## config.mk

```make
export PLATFORM = sky130hd
export DESIGN_NAME = cmi_los_rx
export DESIGN_NICKNAME = d
export VERILOG_FILES = /design/src/rtl/cmi_los_pkg.sv /design/src/rtl/cmi_decode_dp.sv /design/src/rtl/cmi_los_ctrl.sv /design/src/rtl/cmi_los_rx.sv
export SDC_FILE = /design/constraint.sdc
export NUM_CORES = 1
export LEC_CHECK = 0
export ABC_AREA = 1
export BUFFER_PORTS_ARGS = -buffer_cell sky130_fd_sc_hd__buf_2
export CAP_MARGIN = 20
export CORE_MARGIN = 2
export CORE_UTILIZATION = 52
export DETAILED_ROUTE_END_ITERATION = 10
export PLACE_DENSITY = 0.88
export SYNTH_ARGS = -nofsm -noshare
export SYNTH_HDL_FRONTEND = slang
export SYNTH_HIERARCHICAL = 1
export SYNTH_SLANG_ARGS = --single-unit
```

## constraint.sdc

```tcl
create_clock -name clk -period 2.9 [get_ports clk]
set_input_delay 0.29 -clock clk [delete_from_list [all_inputs] [get_ports clk]]
set_output_delay 0.29 -clock clk [all_outputs]
set_load 0.02 [all_outputs]
```

## src/rtl/cmi_los_pkg.sv

```systemverilog
package cmi_los_pkg;

  typedef enum logic [1:0] {
    REF_19M44  = 2'd0,
    REF_77M76  = 2'd1,
    REF_155M52 = 2'd2
  } refClk_e;

  typedef struct packed {
    logic squelch;     // force decoded data to zero
    logic reportViol;  // allow violation pulses out
  } ctrlStrobes_t;

endpackage

```

## src/rtl/cmi_decode_dp.sv

```systemverilog
module cmi_decode_dp
  import cmi_los_pkg::*;
(
  input  logic         clk,
  input  logic         rst_n,
  input  logic         uiStrobe,
  input  logic         halfA,
  input  logic         halfB,
  input  ctrlStrobes_t ctl,
  output logic         nrzData,
  output logic         dataValid,
  output logic         codeViol
);

  logic seenOne;
  logic lastOneLvl;
  logic pairEqual;
  logic badPair;
  logic badRepeat;

  always_comb begin
    pairEqual = (halfA == halfB);
    badPair   = halfA & ~halfB;
    badRepeat = pairEqual & seenOne & (lastOneLvl == halfA);
  end

  always_ff @(posedge clk or negedge rst_n) begin
    if (!rst_n) begin
      nrzData    <= 1'b0;
      dataValid  <= 1'b0;
      codeViol   <= 1'b0;
      seenOne    <= 1'b0;
      lastOneLvl <= 1'b0;
    end else begin
      dataValid <= uiStrobe;
      codeViol  <= uiStrobe & (badPair | badRepeat) & ctl.reportViol;
      if (uiStrobe) begin
        nrzData <= pairEqual & ~ctl.squelch;
        if (pairEqual) begin
          seenOne    <= 1'b1;
          lastOneLvl <= halfA;
        end
      end
    end
  end

  // squelched pair never leaks data or a violation
  p_squelch_r6: assert property (@(posedge clk) disable iff (!rst_n)
    (uiStrobe && ctl.squelch) |=> (!nrzData && !codeViol));

  // output bit holds between strobes
  p_hold_between_r9: assert property (@(posedge clk) disable iff (!rst_n)
    !uiStrobe |=> ($stable(nrzData) && !codeViol));

  // a 1-then-0 half pair is always reported when reporting is enabled
  p_bad_pair_r2: assert property (@(posedge clk) disable iff (!rst_n)
    (uiStrobe && halfA && !halfB && ctl.reportViol) |=> codeViol);

endmodule

```

## src/rtl/cmi_los_ctrl.sv

```systemverilog
module cmi_los_ctrl
  import cmi_los_pkg::*;
#(
  parameter int LOS_UI = 110
) (
  input  logic         clk,
  input  logic         rst_n,
  input  logic         uiStrobe,
  input  logic         belowAssert,
  input  logic         aboveClear,
  input  logic         monitorMode,
  input  logic         loopbackMode,
  input  logic [1:0]   refSelCode,
  output logic         losFlag,
  output refClk_e      refClkMode,
  output ctrlStrobes_t ctl
);

  localparam int CNT_W = (LOS_UI > 1) ? $clog2(LOS_UI) : 1;
  localparam logic [CNT_W-1:0] CNT_LAST = CNT_W'(LOS_UI - 1);

  logic [CNT_W-1:0] runCnt;
  logic             detectOff;
  logic             condMet;

  always_comb begin
    detectOff = monitorMode | loopbackMode;
    condMet   = losFlag ? aboveClear : belowAssert;
  end

  always_ff @(posedge clk or negedge rst_n) begin
    if (!rst_n) begin
      losFlag <= 1'b1;
      runCnt  <= '0;
    end else if (detectOff) begin
      losFlag <= 1'b0;
      runCnt  <= '0;
    end else if (uiStrobe) begin
      if (!condMet) begin
        runCnt <= '0;
      end else if (runCnt == CNT_LAST) begin
        runCnt  <= '0;
        losFlag <= ~losFlag;
      end else begin
        runCnt <= runCnt + 1'b1;
      end
    end
  end

  always_comb begin
    unique case (refSelCode)
      2'b10:   refClkMode = REF_77M76;
      2'b11:   refClkMode = REF_155M52;
      default: refClkMode = REF_19M44;
    endcase
  end

  always_comb begin
    ctl.squelch    = losFlag;
    ctl.reportViol = ~losFlag;
  end

  // persistence counter stays inside its interval
  p_no_overflow_r5: assert property (@(posedge clk) disable iff (!rst_n)
    runCnt <= CNT_LAST);

  // test modes force LOS low on the next cycle
  p_mode_off_r7: assert property (@(posedge clk) disable iff (!rst_n)
    detectOff |=> !losFlag);

  // LOS only moves on a strobe unless detection is being disabled
  p_los_stable_r9: assert property (@(posedge clk) disable iff (!rst_n)
    (!uiStrobe && !detectOff) |=> $stable(losFlag));

  // LOS cannot rise from a strobe without the below flag
  p_rise_needs_below_r4: assert property (@(posedge clk) disable iff (!rst_n)
    (!losFlag && uiStrobe && !belowAssert) |=> !losFlag);

endmodule

```

## src/rtl/cmi_los_rx.sv

```systemverilog
module cmi_los_rx
  import cmi_los_pkg::*;
#(
  parameter int LOS_UI = 110
) (
  input  logic       clk,
  input  logic       rst_n,
  input  logic       uiStrobe,
  input  logic       halfA,
  input  logic       halfB,
  input  logic       belowAssert,
  input  logic       aboveClear,
  input  logic       monitorMode,
  input  logic       loopbackMode,
  input  logic [1:0] refSelCode,
  output logic       nrzData,
  output logic       dataValid,
  output logic       losFlag,
  output logic       codeViol,
  output logic [1:0] refClkMode
);

  ctrlStrobes_t ctl;
  refClk_e      refMode;

  cmi_los_ctrl #(.LOS_UI(LOS_UI)) ctrl_i (
    .clk          (clk),
    .rst_n        (rst_n),
    .uiStrobe     (uiStrobe),
    .belowAssert  (belowAssert),
    .aboveClear   (aboveClear),
    .monitorMode  (monitorMode),
    .loopbackMode (loopbackMode),
    .refSelCode   (refSelCode),
    .losFlag      (losFlag),
    .refClkMode   (refMode),
    .ctl          (ctl)
  );

  cmi_decode_dp dp_i (
    .clk       (clk),
    .rst_n     (rst_n),
    .uiStrobe  (uiStrobe),
    .halfA     (halfA),
    .halfB     (halfB),
    .ctl       (ctl),
    .nrzData   (nrzData),
    .dataValid (dataValid),
    .codeViol  (codeViol)
  );

  assign refClkMode = refMode;

endmodule

```

## Word-level counts from Yosys, hierarchy flattened

Cells that the tools add are included.

- Output and inout port bits: 6
- Input bits: 11
- Register bits after elaboration: 13

- Bitwise operators: 10
- Add/subtract/negate cells: 1
- Equal/unequal tests: 5
- Multiplexer cells: 10
- Reduce and logical (&&, ||, !) cells: 5

Operators with widths:

| operator | count |
|---|---|
| $mux 7 | 4 |
| $add 7x1->7 const B | 1 |
| $eq 7x7->1 const B | 1 |
| $and 1x1->1 | 6 |
| $reduce_bool 2->1 | 3 |
| $mux 1 | 5 |
| $eq 2x2->1 const B | 2 |
| $pmux 2 s2 | 1 |
| $reduce_and 3->1 | 1 |
| $eq 1x1->1 | 2 |
| $not 1->1 | 2 |
| $or 1x1->1 | 2 |
| $reduce_and 2->1 | 1 |

## Depth between registers and ports, before layout

- Depth in word-level cells: 6
- Depth in mapped cells: 9
- Mapped depth without buffers: 9

## By module

The synthesis kept the hierarchy.

Modules (own cells, without submodules):

| module | cells each | area each (um^2) | seq. area each (um^2) | instances |
|---|---|---|---|---|
| cmi_los_ctrl | 80 | 551.8 | 201.4 | 1 |
| cmi_decode_dp | 24 | 220.2 | 125.1 | 1 |

## Least setup slack after synthesis

No wires, ideal clock.

- Path kind: flip-flop to flip-flop
- From: register ctrl_i.losFlag
- To: register ctrl_i.runCnt[4]
- Cell stages (with the launch flop): 8
- Path buffers: 0
- Clock period less this slack: 1.156 ns
- Path slack: 1.744 ns
- Data arrival time: 1.036 ns
- Required time: 2.780 ns
- Cells stage by stage: dfstp_2 -> inv_1 -> nand2_1 -> nand2_1 -> nand3_1 -> nand2_1 -> inv_2 -> nor2_1

- Longest elaborated chain between the ends: 4

Ends and longest elaborated chain:

| element | line | RTL |
|---|---|---|
| start, declared | cmi_los_ctrl.sv:14 | `output logic losFlag,` |
| start signal, assigned | cmi_los_ctrl.sv:43 | `losFlag <= ~losFlag;` |
| $mux 1 | cmi_los_ctrl.sv:28 | `condMet = losFlag ? aboveClear : belowAssert;` |
| $mux 7 | cmi_los_ctrl.sv:39 | `if (!condMet) begin` |
| $mux 7 | cmi_los_ctrl.sv:38 | `end else if (uiStrobe) begin` |
| $mux 7 | cmi_los_ctrl.sv:35 | `end else if (detectOff) begin` |
| end signal, assigned | cmi_los_ctrl.sv:45 | `runCnt <= runCnt + 1'b1;` |
| end, declared | cmi_los_ctrl.sv:22 | `logic [CNT_W-1:0] runCnt;` |

Every way passes these cells. The select of a mux whose other input is x is not followed.
A chain may end at the register's enable or synchronous reset.

## Worst setup path after layout

- From: register ctrl_i.losFlag
- To: output losFlag

RTL lines:

| element | line | RTL |
|---|---|---|
| end, declared | cmi_los_rx.sv:18 | `output logic losFlag,` |

No word-level cell between the ends.

==> impl_metrics.ini <==
[timing]
max_freq_ghz = 0.754
setup_tns_ns = 0
rsz0062_at_grt = false
hold_violations = 0
slew_violations = 0
min_period_over_period = 0.457
relSlewSlack = 0.803
worstMarginPinSlew_ns = 0.295
final.min_clock_period_ns = 1.33
clock_skew_ns = 0.000586
setup_viol = 0

[finish]
drive_gt1_frac = 0.244
final_cell_mix = nand2_1, inv_1, buf_2
multi_input_area_um2 = 337
area.growth.synth_to_final_pct = 15.2
final_common_cell = nand2_1
layoutNonFillerInstCount = 138
antenna_cells = 0
fillCellCount = 125
regArea_um2 = 327
nets = 138

[floorplanning]
start_util = 0.572
placementRows = 13
die_height_um = 42.5
fp.coreArea_um2 = 1350
ioPinCount = 17
die_area_um2 = 1810
die_w_um = 42.5

[yosys]
ys_ff_latch = 13
avgSynthCellArea_um2 = 7.42
syn_area_um2 = 772
yosysWarnings = 6
yosysUniqueCellTypes = 22
syn_nets = 118
yosysSeqAreaShare = 0.423
syn_inst = 104

[clock_tree]
cts_buffers = 3
htreeDepth = 1
clkLatencyLatePin_ns = 0.27
clock_path_buffers = 2
cts_tree = yes
postCtsHoldBufs = 1
clock_sinks = 13
cts_resized = 0
path_clk_slew_ns = 0.08
clock-root-buffer = clkbuf_4
postCtsSetupRepairBufs = 0

[route]
drc_errors = 0
finalWirelength_um = 1410
drt_iter0_drc = 9
viasPerCell = 4.79
antenna_left = 0
firstDrtPassIters = 4
vias = 661
wl_per_cell_um = 10.2

[critical_path]
crit_family = flip-flops
crit_chain = buf_2
crit_type = flip-flop to output port
crit_fanout = 6
crit_cells = 1
crit_end = losFlag
r2r-end = ctrl_i/runCnt[6]$_DFFE_PN0P_
reg2reg_depth = 9
worstPathArrival_ns = 1.04
path_buf_inv = 1
start_kind = flip-flop
slowest_stage = dfstp_2
regToRegStartpoint = ctrl_i/runCnt[1]$_DFFE_PN0P_
cpPeakStageDelay_ns = 0.58
crit_start = ctrl_i/losFlag$_DFFE_PN1P_
reg2reg_slack_ns = 1.62
crit_required_ns = 2.61
end_kind = output port

[global_routing]
overflow = 0
grtUsageTotal = 0.178
grt_max_degree = 14
grt_antenna_before_repair = 0
grt_pass1_wl_um = 2370
grt_pass1_vias = 595

[placed_design]
placed_cells = 133
place_congestion = 0.795
place_hpwl_um = 1110
io_buffer_count = 16

[power_and_ir_drop]
ir_drop_mv = 0.303
p_leak_nw = 0.517
powerDensity_nw_per_um2 = 430

[run_status]
status = completed

[hold_path]
min_path_type = primary input to flip-flop
holdPathStages = 1

[flow_run]
cap_violations = 0
[power by group]
part | internal (mW) | switching, mW
Clock | 0.0511 | 0.0615
Sequential | 0.192 | 0.00760
Combinational | 0.0252 | 0.0452
Total | 0.268 | 0.114
[through the flow]
step	cell area (um^2)	total power [mW]	utilization	hold slack, ns	setup slack [ns]
2_1_floorplan	772	0.248	-	-0.00559	1.74
3_3_place_gp	852	0.268	0.631	0.187	1.67
3_5_place_dp	852	0.272	0.631	0.192	1.65
4_1_cts	890	0.388	0.659	0.165	1.55
5_1_grt	890	0.404	0.659	0.165	1.49
6_report	890	0.383	0.659	0.184	1.57
[cell families (layout without fill, tap and decap cells)]
kind of cell	count (synthesis)	in the layout	share of synthesized area
adders and majority gates	3	3	0.0486
buffers and inverters	26	45	0.141
AOI/OAI and AO/OA	5	5	0.0389
DFF	13	13	0.423
xor gates and xnor gates	3	3	0.0340
and+or+nand+nor	54	54	0.314
[area by class of cell]
cell class	count	share of cell area
Multi-Input combinational cell	65	0.378
Sequential cell	13	0.367
Timing Repair Buffer	17	0.101
Inverter	24	0.101
Clock buffer	3	0.0253
Tap cell	15	0.0211
Clock inverter	1	0.00563
[flip-flops by register name (all words and copies together) (netlist names)]
register	flops
dp_i/lastOneLvl	1
dp_i/nrzData	1
dp_i/dataValid	1
ctrl_i/runCnt	7
ctrl_i/losFlag	1
dp_i/seenOne	1
dp_i/codeViol	1
[metal layers]
metal  up-vias  wire (um)  track usage  part of all wire
met2        15        723        0.302              0.51
met3         0         51       0.0388             0.036
met5         -          0            0                 0
met1       297        634        0.207              0.45
met4         0          0       0.0938                 0
li1        349          -            -                 -
[synth_stat cells, drive strengths merged]
cell type   n  area share
nor2       11       0.066
buf         2       0.024
nand4       2       0.016
o22ai       1      0.0081
nand2      33        0.17
clkinv      1      0.0049
xor2        3       0.034
inv        23        0.11
ha          3       0.049
dfrtp      12        0.39
nor3        1      0.0065
dfstp       1       0.034
o21ai       3       0.019
nand3       7       0.052
a21oi       1       0.011
[how the worst min path moves through the flow]
| stage | start | to | slack (ns) |
|---|---|---|---|
| 3_5_place_dp | rst_n | ctrl_i/runCnt[4]$_DFFE_PN0P_ | 0.19 |
| 5_1_grt | uiStrobe | dp_i/dataValid$_DFF_PN0_ | 0.17 |
| 2_1_floorplan | rst_n | ctrl_i/runCnt[0]$_DFFE_PN0P_ | -0.006 |
| 4_1_cts | uiStrobe | dp_i/dataValid$_DFF_PN0_ | 0.16 |
| 3_3_place_gp | rst_n | ctrl_i/runCnt[4]$_DFFE_PN0P_ | 0.19 |
| 6_report | uiStrobe | dp_i/dataValid$_DFF_PN0_ | 0.18 |
No activity file was read; power rests on OpenSTA's default activity.
